**src/rtl/gossip_pkg.sv**
```systemverilog
package gossip_pkg;
  localparam int ID_W  = 4;
  localparam int SEQ_W = 4;
  localparam int TTL_W = 8;
  localparam int PAY_W = 32;
  localparam int CRC_W = 16;
  localparam int NLINK = 4;
  localparam int HDR_W = 2 * ID_W + SEQ_W + TTL_W + PAY_W;
  localparam int PKT_W = HDR_W + CRC_W;
  localparam logic [CRC_W-1:0] CRC_POLY = 16'h1021;
  localparam logic [CRC_W-1:0] CRC_INIT = 16'hFFFF;

  typedef struct packed {
    logic [ID_W-1:0]  src;
    logic [SEQ_W-1:0] seq;
    logic [ID_W-1:0]  dst;
    logic [TTL_W-1:0] ttl;
    logic [PAY_W-1:0] pay;
  } msg_t;

  // Behaves as a shift register fed one header bit per step, MSB first.
  function automatic logic [CRC_W-1:0] hdr_crc(input msg_t m);
    logic [HDR_W-1:0] bits;
    logic [CRC_W-1:0] sr;
    logic             fb;
    bits = m;
    sr   = CRC_INIT;
    for (int i = HDR_W - 1; i >= 0; i--) begin
      fb = sr[CRC_W-1] ^ bits[i];
      sr = {sr[CRC_W-2:0], 1'b0};
      if (fb) sr = sr ^ CRC_POLY;
    end
    return sr;
  endfunction

  function automatic logic [15:0] lfsr_seed(input int l);
    return 16'hACE1 + 16'(l) * 16'h1357;
  endfunction
endpackage

```
**src/rtl/gossip_lfsr.sv**
```systemverilog
module gossip_lfsr #(
  parameter logic [15:0] SEED = 16'hACE1
) (
  input  logic        clk,
  input  logic        rst_n,
  input  logic        step,
  output logic [15:0] value
);
  logic [15:0] lfsr_q, lfsr_d;

  always_comb begin
    lfsr_d = lfsr_q;
    if (step) lfsr_d = {lfsr_q[14:0], lfsr_q[15] ^ lfsr_q[13] ^ lfsr_q[12] ^ lfsr_q[10]};
  end

  always_ff @(posedge clk or negedge rst_n) begin
    if (!rst_n) lfsr_q <= SEED;
    else        lfsr_q <= lfsr_d;
  end

  assign value = lfsr_q;

  AST_LFSR_NONZERO: assert property (@(posedge clk) disable iff (!rst_n) lfsr_q != 16'h0);
endmodule

```
**src/rtl/gossip_edge_buf.sv**
```systemverilog
module gossip_edge_buf #(
  parameter int W = 68
) (
  input  logic         clk,
  input  logic         rst_n,
  input  logic         in_valid,
  input  logic [W-1:0] in_data,
  input  logic         pop,
  output logic         in_ready,
  output logic         full,
  output logic [W-1:0] data
);
  logic         full_q, full_d;
  logic [W-1:0] data_q;
  logic         load_en;

  assign load_en = !full_q && in_valid;

  always_comb begin
    full_d = full_q;
    if (full_q && pop) full_d = 1'b0;
    else if (load_en)  full_d = 1'b1;
  end

  always_ff @(posedge clk or negedge rst_n) begin
    if (!rst_n) full_q <= 1'b0;
    else        full_q <= full_d;
  end

  always_ff @(posedge clk) begin
    if (load_en) data_q <= in_data;
  end

  assign in_ready = !full_q;
  assign full     = full_q;
  assign data     = data_q;

  AST_BUF_HOLD: assert property (@(posedge clk) disable iff (!rst_n)
    (full_q && !pop) |=> (full_q && $stable(data_q)));
endmodule

```
**src/rtl/gossip_send_list.sv**
```systemverilog
module gossip_send_list
  import gossip_pkg::*;
#(
  parameter int DEPTH = 8
) (
  input  logic                     clk,
  input  logic                     rst_n,
  input  logic                     clr_fresh,
  input  logic                     ins_en,
  input  msg_t                     ins_msg,
  input  logic                     slot_step,
  input  logic [$clog2(DEPTH)-1:0] slot_idx,
  output logic                     match,
  output logic                     full,
  output msg_t                     slot_msg,
  output logic                     slot_live
);
  localparam int IDX_W = $clog2(DEPTH);

  logic [DEPTH-1:0] vld_q, vld_d, frs_q, frs_d;
  msg_t             mem_q [DEPTH];
  msg_t             mem_d [DEPTH];
  logic [IDX_W-1:0] free_idx;
  logic             free_found;

  always_comb begin
    match = 1'b0;
    for (int i = 0; i < DEPTH; i++) begin
      if (vld_q[i] && mem_q[i].src == ins_msg.src && mem_q[i].seq == ins_msg.seq) match = 1'b1;
    end
  end

  always_comb begin
    free_idx   = '0;
    free_found = 1'b0;
    for (int i = 0; i < DEPTH; i++) begin
      if (!vld_q[i] && !free_found) begin
        free_idx   = IDX_W'(i);
        free_found = 1'b1;
      end
    end
  end

  assign full      = &vld_q;
  assign slot_msg  = mem_q[slot_idx];
  assign slot_live = vld_q[slot_idx] && !frs_q[slot_idx];

  always_comb begin
    vld_d = vld_q;
    frs_d = frs_q;
    for (int i = 0; i < DEPTH; i++) mem_d[i] = mem_q[i];
    if (clr_fresh) frs_d = '0;
    if (slot_step && slot_live) begin
      if (mem_q[slot_idx].ttl == TTL_W'(1)) vld_d[slot_idx] = 1'b0;
      else mem_d[slot_idx].ttl = mem_q[slot_idx].ttl - TTL_W'(1);
    end
    if (ins_en && free_found) begin
      vld_d[free_idx] = 1'b1;
      frs_d[free_idx] = 1'b1;
      mem_d[free_idx] = ins_msg;
    end
  end

  always_ff @(posedge clk or negedge rst_n) begin
    if (!rst_n) begin
      vld_q <= '0;
      frs_q <= '0;
    end else begin
      vld_q <= vld_d;
      frs_q <= frs_d;
    end
  end

  always_ff @(posedge clk) begin
    for (int i = 0; i < DEPTH; i++) mem_q[i] <= mem_d[i];
  end

  for (genvar g = 0; g < DEPTH; g++) begin : g_chk
    AST_LIVE_TTL_NONZERO: assert property (@(posedge clk) disable iff (!rst_n)
      vld_q[g] |-> (mem_q[g].ttl != '0));
  end
endmodule

```
**src/rtl/gossip_tile.sv**
```systemverilog
module gossip_tile
  import gossip_pkg::*;
#(
  parameter logic [3:0] MY_ID      = 4'd5,
  parameter int         LIST_DEPTH = 8
) (
  input  logic                     clk,
  input  logic                     rst_n,
  input  logic                     round_go,
  input  logic [15:0]              send_threshold,
  input  logic [NLINK-1:0]         rx_valid,
  input  logic [NLINK*PKT_W-1:0]   rx_pkt,
  output logic [NLINK-1:0]         rx_ready,
  output logic [NLINK-1:0]         tx_valid,
  output logic [NLINK*PKT_W-1:0]   tx_pkt,
  input  logic                     inj_valid,
  input  logic [HDR_W-1:0]         inj_msg,
  output logic                     inj_ready,
  output logic                     dlv_valid,
  output logic [ID_W-1:0]          dlv_src,
  output logic [SEQ_W-1:0]         dlv_seq,
  output logic [PAY_W-1:0]         dlv_payload,
  output logic                     overflow
);
  localparam int NPORT = NLINK + 1;
  localparam int IDX_W = $clog2(LIST_DEPTH);

  // Edge buffers: links then core, lowest index has priority
  logic [NPORT-1:0] b_in_v, b_rdy, b_full, grant;
  logic [PKT_W-1:0] b_in_d [NPORT];
  logic [PKT_W-1:0] b_data [NPORT];

  for (genvar p = 0; p < NPORT; p++) begin : g_edge
    if (p < NLINK) begin : g_link
      assign b_in_v[p] = rx_valid[p];
      assign b_in_d[p] = rx_pkt[p*PKT_W +: PKT_W];
    end else begin : g_core
      assign b_in_v[p] = inj_valid;
      assign b_in_d[p] = {inj_msg, {CRC_W{1'b0}}};
    end
    gossip_edge_buf #(.W(PKT_W)) u_buf (
      .clk     (clk),
      .rst_n   (rst_n),
      .in_valid(b_in_v[p]),
      .in_data (b_in_d[p]),
      .pop     (grant[p]),
      .in_ready(b_rdy[p]),
      .full    (b_full[p]),
      .data    (b_data[p])
    );
  end

  assign rx_ready  = b_rdy[NLINK-1:0];
  assign inj_ready = b_rdy[NLINK];

  logic [PKT_W-1:0] sel_pkt;
  always_comb begin
    grant   = '0;
    sel_pkt = '0;
    for (int p = 0; p < NPORT; p++) begin
      if (b_full[p] && grant == '0) begin
        grant[p] = 1'b1;
        sel_pkt  = b_data[p];
      end
    end
  end

  // Classification of the selected arrival
  msg_t       cand;
  logic       crc_ok, accepted, is_dup, list_full, do_insert, do_deliver, ovf_set;
  assign cand       = sel_pkt[PKT_W-1 -: HDR_W];
  assign crc_ok     = grant[NLINK] || (hdr_crc(cand) == sel_pkt[CRC_W-1:0]);
  assign accepted   = (|grant) && crc_ok;
  assign do_deliver = accepted && !is_dup && (cand.dst == MY_ID);
  assign do_insert  = accepted && !is_dup && (cand.ttl != '0) && !list_full;
  assign ovf_set    = accepted && !is_dup && (cand.ttl != '0) && list_full;

  // Round sweep control
  logic             sweep_q, sweep_d;
  logic [IDX_W-1:0] ptr_q, ptr_d;
  logic             start_round;
  assign start_round = round_go && !sweep_q;

  always_comb begin
    sweep_d = sweep_q;
    ptr_d   = ptr_q;
    if (start_round) begin
      sweep_d = 1'b1;
      ptr_d   = '0;
    end else if (sweep_q) begin
      if (ptr_q == IDX_W'(LIST_DEPTH - 1)) begin
        sweep_d = 1'b0;
        ptr_d   = '0;
      end else begin
        ptr_d = ptr_q + IDX_W'(1);
      end
    end
  end

  always_ff @(posedge clk or negedge rst_n) begin
    if (!rst_n) begin
      sweep_q <= 1'b0;
      ptr_q   <= '0;
    end else begin
      sweep_q <= sweep_d;
      ptr_q   <= ptr_d;
    end
  end

  msg_t slot_msg;
  logic slot_live;

  gossip_send_list #(.DEPTH(LIST_DEPTH)) u_list (
    .clk      (clk),
    .rst_n    (rst_n),
    .clr_fresh(start_round),
    .ins_en   (do_insert),
    .ins_msg  (cand),
    .slot_step(sweep_q),
    .slot_idx (ptr_q),
    .match    (is_dup),
    .full     (list_full),
    .slot_msg (slot_msg),
    .slot_live(slot_live)
  );

  // Transmit path: one aged copy, per-link random gate
  msg_t             tx_m;
  logic [CRC_W-1:0] tx_crc;
  logic [15:0]      lfsr_v [NLINK];

  always_comb begin
    tx_m     = slot_msg;
    tx_m.ttl = slot_msg.ttl - TTL_W'(1);
  end
  assign tx_crc = hdr_crc(tx_m);

  for (genvar l = 0; l < NLINK; l++) begin : g_link_tx
    gossip_lfsr #(.SEED(lfsr_seed(l))) u_lfsr (
      .clk  (clk),
      .rst_n(rst_n),
      .step (sweep_q),
      .value(lfsr_v[l])
    );
    assign tx_valid[l]               = sweep_q && slot_live && (lfsr_v[l] < send_threshold);
    assign tx_pkt[l*PKT_W +: PKT_W]  = {tx_m, tx_crc};
  end

  // Delivery and overflow registers
  logic             dlv_v_q, ovf_q, ovf_d;
  logic [ID_W-1:0]  dlv_src_q;
  logic [SEQ_W-1:0] dlv_seq_q;
  logic [PAY_W-1:0] dlv_pay_q;

  assign ovf_d = ovf_q || ovf_set;

  always_ff @(posedge clk or negedge rst_n) begin
    if (!rst_n) begin
      dlv_v_q <= 1'b0;
      ovf_q   <= 1'b0;
    end else begin
      dlv_v_q <= do_deliver;
      ovf_q   <= ovf_d;
    end
  end

  always_ff @(posedge clk) begin
    if (do_deliver) begin
      dlv_src_q <= cand.src;
      dlv_seq_q <= cand.seq;
      dlv_pay_q <= cand.pay;
    end
  end

  assign dlv_valid   = dlv_v_q;
  assign dlv_src     = dlv_src_q;
  assign dlv_seq     = dlv_seq_q;
  assign dlv_payload = dlv_pay_q;
  assign overflow    = ovf_q;

  AST_ROUND_NEEDS_GO: assert property (@(posedge clk) disable iff (!rst_n)
    $rose(sweep_q) |-> $past(round_go));
  AST_SWEEP_FULL_LENGTH: assert property (@(posedge clk) disable iff (!rst_n)
    $fell(sweep_q) |-> ($past(ptr_q) == IDX_W'(LIST_DEPTH - 1)));
  AST_OVF_STICKY: assert property (@(posedge clk) disable iff (!rst_n)
    overflow |=> overflow);
  AST_DLV_FROM_BUFFER: assert property (@(posedge clk) disable iff (!rst_n)
    dlv_valid |-> $past(|b_full));
endmodule

```
**config.mk**
```make
export PLATFORM = sky130hd
export DESIGN_NAME = gossip_tile
export DESIGN_NICKNAME = d
export VERILOG_FILES = /design/src/rtl/gossip_pkg.sv /design/src/rtl/gossip_lfsr.sv /design/src/rtl/gossip_edge_buf.sv /design/src/rtl/gossip_send_list.sv /design/src/rtl/gossip_tile.sv
export SDC_FILE = /design/constraint.sdc
export NUM_CORES = 1
export LEC_CHECK = 0
export BUFFER_PORTS_ARGS = -buffer_cell sky130_fd_sc_hd__buf_2
export CORE_UTILIZATION = 53
export DETAILED_ROUTE_END_ITERATION = 7
export PLACE_DENSITY = 0.75
export SLEW_MARGIN = 20
export SYNTH_ARGS = -nofsm -noshare
export SYNTH_HDL_FRONTEND = slang
export SYNTH_HIERARCHICAL = 1
export SYNTH_SLANG_ARGS = --single-unit
```
**constraint.sdc**
```tcl
create_clock -name clk -period 15.9 [get_ports clk]
set_input_delay 1.59 -clock clk [delete_from_list [all_inputs] [get_ports clk]]
set_output_delay 1.59 -clock clk [all_outputs]
set_load 0.1 [all_outputs]
```
==> results.md <==
- Global-route wire length before repair: 169500 um
- CP endpoint kind: output pin
- Crit path kind: reg -> out
- Worst Setup SP: ptr_q[2]
- DR vias: 27220
- Crit path buf inv count: 2
- Cells after Synth: 3190
- Type of the worst min-delay path: reg -> reg
- Drt wl/cell: about 25 um
- Final setup vio count: 0
- CTS tree: done
- Total CTS buffers: between 90 and 100
- WP depth: 19
- GPL Wtd Cong: around 0.9
- FMAX: 97.24 MHz
- PnR worst setup slack: 5.616 ns
- I/O pin cnt: 671
- Worst stage delay on the critical path: approximately 0.86 ns
- Placement Setup Slack: around 6 ns
- Synth Area per Inst: 13.74 um^2
- Initial Util: 0.5346
- Cell taking the most area after synthesis: edfxtp_1
- Tmin final: about 10 ns
- Port buffer count: 670
- Synthesized cell area: 43820 um^2
- Final std cells w/o fill: between 4000 and 5000
- CTS sink cnt: 887
- 1st-pass router iterations: 5
- Die W: 289.6 um
- Worst r2r path cells: 23
- Worst-path cell chain: buf_4, nor2b_1, and2_1, a22oi_1, nand4_1, xor2_1, xnor2_1, xor2_1, xnor2_1, xnor2_1, xnor2_1, xnor2_1, xnor2_1, xnor2_1, xnor2_1, xnor2_1, xnor2_1, xnor2_1, buf_2
- Die height: 289.6 um
- Design area: 49720 um^2
- Placed cell areas: 46670 um^2
- RSZ-0062 raised after global routing: no
- Post-placement cell count: 4619
- H-tree depth: 3
- Largest net degree at the start of global routing: roughly 90
- DRT iter0 DRCs: 2195
- TNS Setup: 0 ns
- Fraction of registers with async set or reset after synthesis: 0.1026
- DR vias/cell: 5.666
- Most numerous cell in the Yosys netlist: edfxtp_1
- Largest cells by area after synthesis: edfxtp_1 (50%), and2_1 (5.3%), xnor2_1 (4.3%)
- Clock Tree Buf Depth: 3
- Core area: about 82000 um^2
- FP Rows: 105
- Sequential fraction of the synthesis area: 0.5837
- Routed WL: 117800 um
- Worst Setup EP: tx_pkt[7]
- Yosys reg bits: 887
- Grt total ovfl: 0
- Reg-to-reg endpoint: u_list/mem_q[3][33]
- Vias in the first global route: 26550
- CP Max Fanout: between 40 and 50
- Yosys top cell area share: 0.5016
- Cell mode on critical path: xnor2_1
- Status: complete, no violations
- Filler cells: 6268
- Synth top cells by count: edfxtp_1 (732), and2_1 (369), buf_4 (218)
- Clk pin slew, worst setup/hold paths: approximately 0.06 ns
- Crit share post-route: 0.6468
- Layout cells sized above 1: 0.2980
- CTS root buffer: clkbuf_16
- Area grow syn2layout: 13.46%
- Global Route Usage Sum: 0.2774
- Relative slew slack: 0.07296
- Clk Latency, worst-skew pair: ~0.66 ns
- Slowest-stage cell, CP: dfrtp_4
- Final antenna-violating net count: 0
- Initial antenna violation count: 27
- CTS Hold Bufs: 0
- Worst Tran Pin Value: 1.382 ns
- R2r setup slk: between 6 and 7 ns
- FF-to-FF Start: g_edge[2].u_buf/full
- Post-CTS Setup Inserts: 0
- Crit path DAT: 8.69 ns
- Max Cap Viol: 0
- Max Clock Skew: 0.02501 ns
- Remaining DRCs: 0
- Number of flops mapped to enable cells by yosys: 732
- Main synth FF type: edfxtp_1
- Yosys synthesis warning count: 6
- Resize count post-CTS: 0
- Max-slew violations: 0
- # nets final: 4055
- CP top delay family: XOR/XNOR gates
- Worst EP required: roughly 14 ns
- Post-synthesis cell type count: 94
- DP HPWL: 80400 um
- Final Hold Fails: 0
- Startpoint Class: flop
- Die Footprint: 83840 um^2
worst reg2reg max path: stages (launching register included):
cell,delay (ns)
dfrtp_1,0.75
buf_4,0.31
nor2b_4,0.64
buf_4,0.57
o31ai_1,0.15
o21ai_1,0.74
xnor3_1,0.39
xor2_1,0.20
xnor2_2,0.18
xnor2_1,0.36
xnor2_2,0.18
xnor3_1,0.44
or4_1,0.50
a2111oi_2,0.37
o2111ai_1,0.21
o21ai_1,0.34
and3_1,0.32
nor2b_1,0.18
or3b_2,0.59
or2_2,0.37
inv_2,0.46
buf_4,0.72
nor3b_1,0.17
a221o_1,0.28
cells by family (layout without fill, tap and decap cells):
group | Yosys count | count (layout) | share of synthesized area
other | 1 | 32 | 0.00008557
multiplexers | 205 | 205 | 0.06469
AO/OA/AOI/OAI | 514 | 514 | 0.08774
flip-flops | 887 | 887 | 0.5837
buffers and inverters | 435 | 948 | 0.06101
adder cells (fa/ha/maj) | 65 | 65 | 0.01856
AND/OR/NAND/NOR | 711 | 711 | 0.09521
XOR/XNOR | 372 | 372 | 0.08899
per-layer routing:
layer  wire length, um  vias to the layer above  global-route usage
met5               115                        -                   0
met4              4260                       18              0.1025
met3              9254                      210             0.05432
met2             57810                     1343              0.4673
met1             46360                    13230              0.3566
li1                  -                    12420                   -
layout by cell type (no fill, tap or decap), types with 19 or more instances in the layout:
| cell type | synthesis | layout |
|---|---|---|
| edfxtp_1 | 732 | 732 |
| buf_2 | 36 | 670 |
| and2_1 | 369 | 369 |
| xnor2_1 | 213 | 213 |
| nand2_1 | 138 | 138 |
| xor2_1 | 111 | 111 |
| a22oi_1 | 96 | 96 |
| clkbuf_16 | 0 | 91 |
| o21ai_0 | 89 | 88 |
| mux2i_1 | 71 | 71 |
| ha_1 | 65 | 65 |
| dfxtp_1 | 64 | 64 |
| buf_4 | 218 | 62 |
| mux2_2 | 58 | 58 |
| a21o_1 | 57 | 57 |
| dfrtp_1 | 58 | 52 |
| a221o_1 | 46 | 46 |
| inv_1 | 46 | 45 |
| mux4_2 | 43 | 43 |
| nor2_1 | 44 | 37 |
| xnor3_1 | 34 | 34 |
| dfstp_2 | 33 | 33 |
| mux2_4 | 32 | 32 |
| a21oi_1 | 31 | 31 |
| clkbuf_1 | 100 | 29 |
| a32oi_1 | 28 | 28 |
| a221oi_1 | 24 | 24 |
| nand3_1 | 23 | 23 |
| a211oi_1 | 23 | 23 |
| o211ai_1 | 23 | 23 |
| nand2b_1 | 19 | 19 |
through the flow:
step	utilization	hold WS [ns]
final	0.6065	0.4802
after global routing	0.6064	0.4862
after CTS	0.6060	0.4788
after detailed placement	0.5693	0.4660
after global placement	0.5693	0.4586
after floorplan	-	0.4426
how the worst min path moves through the flow:
stage	from	endpoint	slack (ns)	cells after the start
floorplan	u_list/frs_q[0]	u_list/frs_q[0]	0.44	1
global placement	overflow	overflow	0.46	1
detailed placement	u_list/frs_q[1]	u_list/frs_q[1]	0.47	1
CTS	u_list/frs_q[4]	u_list/frs_q[4]	0.48	1
global route	u_list/frs_q[1]	u_list/frs_q[1]	0.49	1
finish	u_list/frs_q[7]	u_list/frs_q[7]	0.48	1
flip-flops by register name, summed over array words and instances, names as in the netlist:
name and cells:
overflow 1, ptr_q 3, dlv_seq 4, dlv_src 4
dlv_valid 1, u_list/vld_q 8, sweep_q 1, u_list/frs_q 8
u_list/mem_q 416, g_edge.u_buf/full 5, g_edge.u_buf/data 340, dlv_payload 32
g_link_tx.u_lfsr/value 64
layout make-up:
cell class / count / area (um^2) / area share
Sequential cell: 887 / 25600 / 0.5149
Multi-Input combinational cell: 1883 / 15750 / 0.3167
Timing Repair Buffer: 732 / 3819 / 0.07680
Clock buffer: 131 / 2537 / 0.05103
Tap cell: 1070 / 1339 / 0.02692
Clock inverter: 38 / 464.2 / 0.009336
Inverter: 47 / 176.4 / 0.003548
Antenna cell: 16 / 40.04 / 0.0008052
Power is left out: the tool's default activity adds up to more than one toggle a clock period on the data nets, which glitch-free logic cannot reach.
